### src/rtl/prb_pkg.sv
package prb_pkg;
  localparam int DATA_W  = 32;
  localparam int LOW_W   = 5;
  localparam int FIELD_W = DATA_W - LOW_W;
  localparam int SEL_BIT = 4;

  typedef struct packed {
    logic hit_sel;
    logic hit_base;
    logic wr_sel;
    logic wr_base;
    logic rd_ok;
    logic deny;
  } prb_acc_t;
endpackage

### src/rtl/prb_access_decode.sv
module prb_access_decode #(
  parameter int ADDR_W   = 8,
  parameter int SEL_OFS  = 8,
  parameter int BASE_OFS = 12
) (
  input  logic              sel,
  input  logic              we,
  input  logic              priv,
  input  logic [ADDR_W-1:0] addr,
  output prb_pkg::prb_acc_t acc
);
  logic hit_s, hit_b, mapped;

  assign hit_s  = (addr == ADDR_W'(SEL_OFS));
  assign hit_b  = (addr == ADDR_W'(BASE_OFS));
  assign mapped = hit_s | hit_b;

  always_comb begin
    acc.hit_sel  = hit_s;
    acc.hit_base = hit_b;
    acc.wr_sel   = sel & we & priv & hit_s;
    acc.wr_base  = sel & we & priv & hit_b;
    acc.rd_ok    = sel & ~we & priv & mapped;
    acc.deny     = sel & ~priv & mapped;
  end
endmodule

### src/rtl/prb_align_mask.sv
module prb_align_mask #(
  parameter int SIZE_W = 5
) (
  input  logic [SIZE_W-1:0]           code,
  output logic [prb_pkg::FIELD_W-1:0] keep
);
  import prb_pkg::*;

  for (genvar j = 0; j < FIELD_W; j++) begin : g_bit
    assign keep[j] = ((LOW_W + j) >= (int'(code) + 1));
  end
endmodule

### src/rtl/prb_region_store.sv
module prb_region_store #(
  parameter int NREG  = 16,
  parameter int IDX_W = $clog2(NREG)
) (
  input  logic                        clk,
  input  logic                        rst,
  input  logic                        we,
  input  logic [IDX_W-1:0]            widx,
  input  logic [prb_pkg::FIELD_W-1:0] wfield,
  input  logic [IDX_W-1:0]            ridx,
  output logic [prb_pkg::FIELD_W-1:0] rfield
);
  import prb_pkg::*;

  logic [FIELD_W-1:0] slot [NREG];

  for (genvar k = 0; k < NREG; k++) begin : g_slot
    always_ff @(posedge clk) begin
      if (rst)
        slot[k] <= '0;
      else if (we && (widx == IDX_W'(k)))
        slot[k] <= wfield;
    end
  end

  assign rfield = slot[ridx];
endmodule

### src/rtl/prb_bank.sv
module prb_bank #(
  parameter int NREG     = 16,
  parameter int SIZE_W   = 5,
  parameter int ADDR_W   = 8,
  parameter int SEL_OFS  = 8,
  parameter int BASE_OFS = 12
) (
  input  logic                     clk,
  input  logic                     rst,
  input  logic                     bus_sel,
  input  logic                     bus_we,
  input  logic [ADDR_W-1:0]        bus_addr,
  input  logic [31:0]              bus_wdata,
  input  logic                     bus_priv,
  input  logic [NREG*SIZE_W-1:0]   size_codes,
  output logic [31:0]              bus_rdata,
  output logic                     bus_err
);
  import prb_pkg::*;

  localparam int IDX_W = $clog2(NREG);

  prb_acc_t           acc;
  logic [IDX_W-1:0]   cur_q;
  logic [IDX_W-1:0]   tgt_idx;
  logic [FIELD_W-1:0] base_raw;
  logic [FIELD_W-1:0] keep;
  logic [SIZE_W-1:0]  cur_code;
  logic [DATA_W-1:0]  rd_base, rd_sel, rd_next;

  prb_access_decode #(
    .ADDR_W(ADDR_W), .SEL_OFS(SEL_OFS), .BASE_OFS(BASE_OFS)
  ) u_dec (
    .sel(bus_sel), .we(bus_we), .priv(bus_priv), .addr(bus_addr), .acc(acc)
  );

  // Retarget on the marker bit, else keep the current region.
  assign tgt_idx = bus_wdata[SEL_BIT] ? bus_wdata[IDX_W-1:0] : cur_q;

  always_ff @(posedge clk) begin
    if (rst)
      cur_q <= '0;
    else if (acc.wr_sel || (acc.wr_base && bus_wdata[SEL_BIT]))
      cur_q <= bus_wdata[IDX_W-1:0];
  end

  prb_region_store #(.NREG(NREG), .IDX_W(IDX_W)) u_store (
    .clk(clk), .rst(rst),
    .we(acc.wr_base), .widx(tgt_idx), .wfield(bus_wdata[DATA_W-1:LOW_W]),
    .ridx(cur_q), .rfield(base_raw)
  );

  assign cur_code = size_codes[cur_q*SIZE_W +: SIZE_W];

  prb_align_mask #(.SIZE_W(SIZE_W)) u_mask (.code(cur_code), .keep(keep));

  assign rd_base = {base_raw & keep, {LOW_W{1'b0}}} | DATA_W'(cur_q);
  assign rd_sel  = DATA_W'(cur_q);

  always_comb begin
    rd_next = '0;
    if (acc.rd_ok)
      rd_next = acc.hit_base ? rd_base : rd_sel;
  end

  always_ff @(posedge clk) begin
    if (rst) begin
      bus_rdata <= '0;
      bus_err   <= 1'b0;
    end else begin
      bus_rdata <= rd_next;
      bus_err   <= acc.deny;
    end
  end

  // marker write retargets selector
  p_retarget_r3: assert property (@(posedge clk) disable iff (rst)
    (bus_sel && bus_we && bus_priv && bus_addr == ADDR_W'(BASE_OFS) && bus_wdata[SEL_BIT])
    |=> (cur_q == $past(bus_wdata[IDX_W-1:0])));

  // unmarked base write keeps selector
  p_hold_sel_r4: assert property (@(posedge clk) disable iff (rst)
    (bus_sel && bus_we && bus_addr == ADDR_W'(BASE_OFS) && !bus_wdata[SEL_BIT])
    |=> $stable(cur_q));

  // marker bit never reads back as one
  p_marker_zero_r5: assert property (@(posedge clk) disable iff (rst)
    (bus_sel && !bus_we) |=> (bus_rdata[SEL_BIT] == 1'b0));

  // denied access raises error, returns zero, keeps state
  p_deny_err_r9: assert property (@(posedge clk) disable iff (rst)
    (bus_sel && !bus_priv && (bus_addr == ADDR_W'(SEL_OFS) || bus_addr == ADDR_W'(BASE_OFS)))
    |=> (bus_err && bus_rdata == '0 && $stable(cur_q)));

  // idle cycles leave outputs quiet
  p_idle_quiet_r10: assert property (@(posedge clk) disable iff (rst)
    !bus_sel |=> (!bus_err && bus_rdata == '0));
endmodule

### config.mk
export PLATFORM = sky130hd
export DESIGN_NAME = prb_bank
export DESIGN_NICKNAME = d
export VERILOG_FILES = /design/src/rtl/prb_pkg.sv /design/src/rtl/prb_access_decode.sv /design/src/rtl/prb_align_mask.sv /design/src/rtl/prb_region_store.sv /design/src/rtl/prb_bank.sv
export SDC_FILE = /design/constraint.sdc
export NUM_CORES = 1
export LEC_CHECK = 0
export BUFFER_PORTS_ARGS = -buffer_cell sky130_fd_sc_hd__buf_2
export CORE_MARGIN = 10
export CORE_UTILIZATION = 33
export DETAILED_ROUTE_END_ITERATION = 7
export REMOVE_ABC_BUFFERS = 1
export SYNTH_ARGS = -nofsm -noshare
export SYNTH_HDL_FRONTEND = slang
export SYNTH_HIERARCHICAL = 1
export SYNTH_SLANG_ARGS = --single-unit
### constraint.sdc
create_clock -name clk -period 6.2 [get_ports clk]
set_clock_uncertainty 0.05 [all_clocks]
set_input_delay 0.31 -clock clk [delete_from_list [all_inputs] [get_ports clk]]
set_output_delay 0.31 -clock clk [all_outputs]
set_load 0.02 [all_outputs]
==> metrics.yaml, run 1 <==
wl_um: 64500
worstSetupEndpointType: "flip-flop"
cts_tree: "yes"
viasPerCell: 5.34
via_count: 13410
startpoint_type: "flip-flop"
dp_hpwl_um: 38500
relSlewSlack_pct: 0.443
syn_area_sq_um: 22100
crit_required_ps: 6690
cts-buffers-inserted: 51
drtPass1Iterations: 6
antennaDiodeCount: 0
place.gp.congestion: 0.861
n_fill_cell: 6161
antenna_found_initial: 5
cap_violations: 0
rsz0062_at_grt: "false"
postSynthAreaPerCell_sq_um: 14.7
die_w_um: 279
drive_gt1_share_pct: 25.3
clk_path_buf_depth: 3
root_buffer: "clkbuf_16"
multi_input_area_sq_um: 7990
period_share_pct: 71.7
grt_max_degree: 58
grt_pass1_vias: 13695
min_path_type: "input pin to flip-flop"
ys_warn_count: 6
p_leak_nw: 8.78
instances_no_fill: 2513
fp.dieH_um: 279
report.final.slew_viol_count: 0
port_buffers: 156
outcome: "complete, no violations"
clkTransAtPathRegs_ps: 60
cp.arrival_ps: 4930
ir_drop_mv: 0.170
routedWlPerCell_um: 25.7
final_hold_viol_count: 0
min_period_ps: 4440
grt_util_all_layers_pct: 16.3
grt_first_pass_wirelength_um: 94200
drc: 0
cts_num_sinks: 468
tightest_slew_ps: 1490
cp_max_fo: 23
cts_post_setup_buffers_inserted: 0
row_count: 94
placed_cells: 2414
clk-insertion-delay-late_ps: 600
setup_violations: 0
seqCellArea_sq_um: 13700
synthCells: 1500
core_area_sq_um: 66100
layout.nets: 1736
critPathKind: "flip-flop to flip-flop"
holdWs_ps: 57.0
dieArea_sq_um: 77600
globalRoute.totalOverflow: 0
ioPinCount: 158
start_util_pct: 33.4
h-tree-depth: 2
area_delta_synth_final_pct: 14.6
power.density_nw_per_um2: 267
drtAntennaViolNets: 0
timing.fmax_mhz: 225
drt_iter0_drc: 1273
[cells in the final DEF, fill, tap and decap left out, types with 16 or more instances in the layout]
cell type  count
a22oi_1       62
o21ai_0       16
nand2_1       43
buf_4         22
clkbuf_1      18
a21oi_1       24
mux4_2       122
nand3_1       16
clkbuf_16     52
buf_2        156
and2_1       439
and3_1        29
o21bai_4      16
dfxtp_1       34
nor2_1        25
edfxtp_1     432
[worst paths after layout]
check        slack (ps)                  endpoint                              from  cells after the start
max                1760  bus_rdata[25]$_SDFF_PP0_             cur_q[2]$_SDFFE_PP0P_                      9
min                  60     cur_q[0]$_SDFFE_PP0P_                      bus_wdata[0]                      3
max reg2reg        1760  bus_rdata[25]$_SDFF_PP0_             cur_q[2]$_SDFFE_PP0P_                      9
min reg2reg         770   bus_rdata[7]$_SDFF_PP0_  u_store/slot[6][2]$_SDFFCE_PN0P_                      4
[area by class of cell]
class	instances	area share, %
clock inverters	24	0.480
clock buffers	71	5.47
inverters	8	0.119
flip-flops and latches	468	54.2
repair buffers	182	3.90
well taps	864	4.27
multi-input cells	896	31.6
[state kept, by name, summed over array words and instances (netlist names)]
name / cells
u_store/slot: 432
cur_q: 4
bus_err: 1
bus_rdata: 31
[per-stage QoR]
| step | util (%) | worst slack [ps] | power, mW | TNS, ps | instance area [sq um] |
|---|---|---|---|---|---|
| global route | 38.3 | 1520 | 6.97 | 0 | 25300 |
| global placement | 35.9 | 1930 | 4.03 | 0 | 23800 |
| detailed placement | 35.9 | 1850 | 4.05 | 0 | 23800 |
| CTS | 38.3 | 1850 | 6.82 | 0 | 25300 |
| finish | 38.3 | 1760 | 6.75 | 0 | 25300 |
| floorplan | - | -1860 | 3.85 | -896020 | 21500 |
[repair_timing]
item	in CTS	in global routing
hold endpoints to repair	4	0
gates resized for setup	0	0
hold buffers	4	0
endpoints found under the setup margin	0	0
[where the power goes]
part	total [mW]	leakage [nW]	switching (mW)	internal [mW]
logic	0.365	3.66	0.231	0.134
clock network	2.77	0.735	1.21	1.55
registers	3.62	4.39	0.0373	3.58
total	6.75	8.78	1.48	5.27
[critical path, stage by stage (launching register included)]
cell and delay [ps]:
dfxtp_1 800, nor2b_1 470, a22oi_1 140, nand3_1 310, ha_1 760, nand2_2 300
nor2_4 330, a21oi_1 70, a221oi_1 870, and3_1 270
[metal layers]
| metal | GRT usage, % | wire (um) |
|---|---|---|
| met1 | 21.0 | 26900 |
| met4 | 4.99 | 1620 |
| met5 | 0 | 41 |
| met3 | 3.21 | 4930 |
| met2 | 27.4 | 31000 |
No activity file was read; power rests on OpenSTA's default activity.
==> run 2: changes to the inputs <==
==> constraint.sdc (replaced) <==
create_clock -name clk -period 3.6 [get_ports clk]
set_clock_uncertainty 0.05 [all_clocks]
set_input_delay 0.18 -clock clk [delete_from_list [all_inputs] [get_ports clk]]
set_output_delay 0.18 -clock clk [all_outputs]
set_load 0.02 [all_outputs]
==> metrics.yaml, run 2 (same netlist as run 1, synthesis figures left out) <==
timing.fmax_mhz: 312
root_buffer: "clkbuf_16"
min_period_ps: 3200
p_total_mw: 11.6
critPathKind: "flip-flop to flip-flop"
instances_no_fill: 2563
crit_path_end: "bus_rdata[27]$_SDFF_PP0_"
slowest_delay_ps: 590
crit_slowest_cell: "mux4_1"
layout_common_cells: "and2_1, edfxtp_1, buf_2"
cp_max_fo: 18
grt_first_pass_wirelength_um: 93100
layout_commonest_cell: "and2_1"
antennaDiodeCount: 0
cts-buffers-inserted: 49
min_path_type: "input pin to flip-flop"
layout.nets: 1792
reg2reg_from: "cur_q[0]$_SDFFE_PP0P_"
setup_violations: 0
r2r_slack_ps: 400
setup_tns_ps: 0
period_share_pct: 89.0
largestRegisters: "u_store/slot x432, bus_rdata x31, cur_q x4"
viasPerCell: 5.22
start_util_pct: 33.4
dieArea_sq_um: 77600
drtPass1Iterations: 5
core_area_sq_um: 66100
drive_gt1_share_pct: 27.7
ioPinCount: 158
ff2ff_path_depth: 9
place.gp.congestion: 0.869
tightest_slew_ps: 973
cp.arrival_ps: 3630
port_buffers: 156
critPathLaunch: "cur_q[0]$_SDFFE_PP0P_"
routedWlPerCell_um: 24.8
relSlewSlack_pct: 35.0
via_count: 13391
fp.dieH_um: 279
seqCellArea_sq_um: 13700
cap_violations: 0
drc: 0
area_delta_synth_final_pct: 17.0
power.density_nw_per_um2: 449
holdWs_ps: 20.7
r2r-end: "bus_rdata[27]$_SDFF_PP0_"
h-tree-depth: 2
regMostFlops: "u_store/slot"
clk_path_buf_depth: 3
cts_tree: "yes"
ir_drop_mv: 0.275
worstSetupEndpointType: "flip-flop"
p_leak_nw: 9.11
grt_pass1_vias: 13733
globalRoute.totalOverflow: 0
largest_reg_flops: 432
rsz0062_at_grt: "false"
grt_util_all_layers_pct: 16.0
wl_um: 63500
row_count: 94
multi_input_area_sq_um: 7980
final_hold_viol_count: 0
dp_hpwl_um: 39400
crit_required_ps: 4020
drtAntennaViolNets: 0
clkTransAtPathRegs_ps: 60
report.final.slew_viol_count: 0
startpoint_type: "flip-flop"
drt_iter0_drc: 1091
placed_cells: 2457
n_fill_cell: 6143
grt_max_degree: 91
cp_cell_sequence: "mux4_1 > a22oi_1 > nand3_1 > ha_1 > buf_4 > inv_1 > a21oi_2 > or4_4 > and3_1"
die_w_um: 279
clk-insertion-delay-late_ps: 580
antenna_found_initial: 1
cts_num_sinks: 468
outcome: "complete, no violations"
-- run 2: cell count changes in the layout (fill, tap and decap cells not counted), moves of 2 or more --
cell           delta
dlygate4sd3_1     +6
clkbuf_8          +5
nor2_4            -4
nor2_2            +4
buf_4            +41
inv_6             -2
clkinv_1          -8
buf_12           +11
clkbuf_16         -3
-- run 2: layout make-up --
type / instances / share of cell area, %
clock inverters: 15 / 0.373
inverters: 8 / 0.116
flip-flops and latches: 468 / 53.0
repair buffers: 240 / 6.09
multi-input cells: 896 / 30.9
well taps: 864 / 4.19
clock buffers: 72 / 5.31
-- run 2: critical path: cells and delay by family (launching register included) --
kind / cells / cell delay, ps
muxes: 1 / 590
buffers and inverters: 2 / 400
adders and majority gates: 1 / 410
and+or+nand+nor: 3 / 870
AOI/OAI and AO/OA: 2 / 320
DFF: 1 / 440
-- run 2: timing repair --
item,in CTS,in global routing
setup endpoints to repair,0,2
gates resized for setup,0,1
buffers inserted,0,9
hold buffers,10,0
hold endpoints to repair,27,0
-- run 2: worst min-delay path by stage --
stage | startpoint | to | slack, ps | depth (start not counted)
after floorplan | rst | bus_err$_SDFF_PP0_ | 200 | 1
after global placement | bus_priv | bus_err$_SDFF_PP0_ | 480 | 3
after detailed placement | bus_priv | bus_err$_SDFF_PP0_ | 490 | 3
after CTS | bus_wdata[7] | u_store/slot[6][2]$_SDFFCE_PN0P_ | 2 | 2
after global routing | bus_wdata[2] | cur_q[2]$_SDFFE_PP0P_ | 40 | 3
final | bus_wdata[31] | u_store/slot[13][26]$_SDFFCE_PN0P_ | 20 | 2
-- run 2: power breakdown --
part	internal, mW	switching (mW)
combinational	0.263	0.396
sequential	6.16	0.0599
clock	2.70	2.02
-- run 2: per-stage QoR --
step                      setup WS [ps]  util (%)  instance area, sq um
after floorplan                   -4460         -                 21500
after global placement              353      36.6                 24200
after detailed placement            291      36.6                 24200
after CTS                           260      39.0                 25800
after global routing                192      39.1                 25800
final                               395      39.1                 25800
-- run 2: layer usage --
layer	global-route usage [%]	routed length [um]	vias up
li1	-	-	5924
met1	20.5	26300	6843
met2	27.2	30800	530
met3	2.76	4450	94
met4	5.52	1930	0
met5	0	0	-
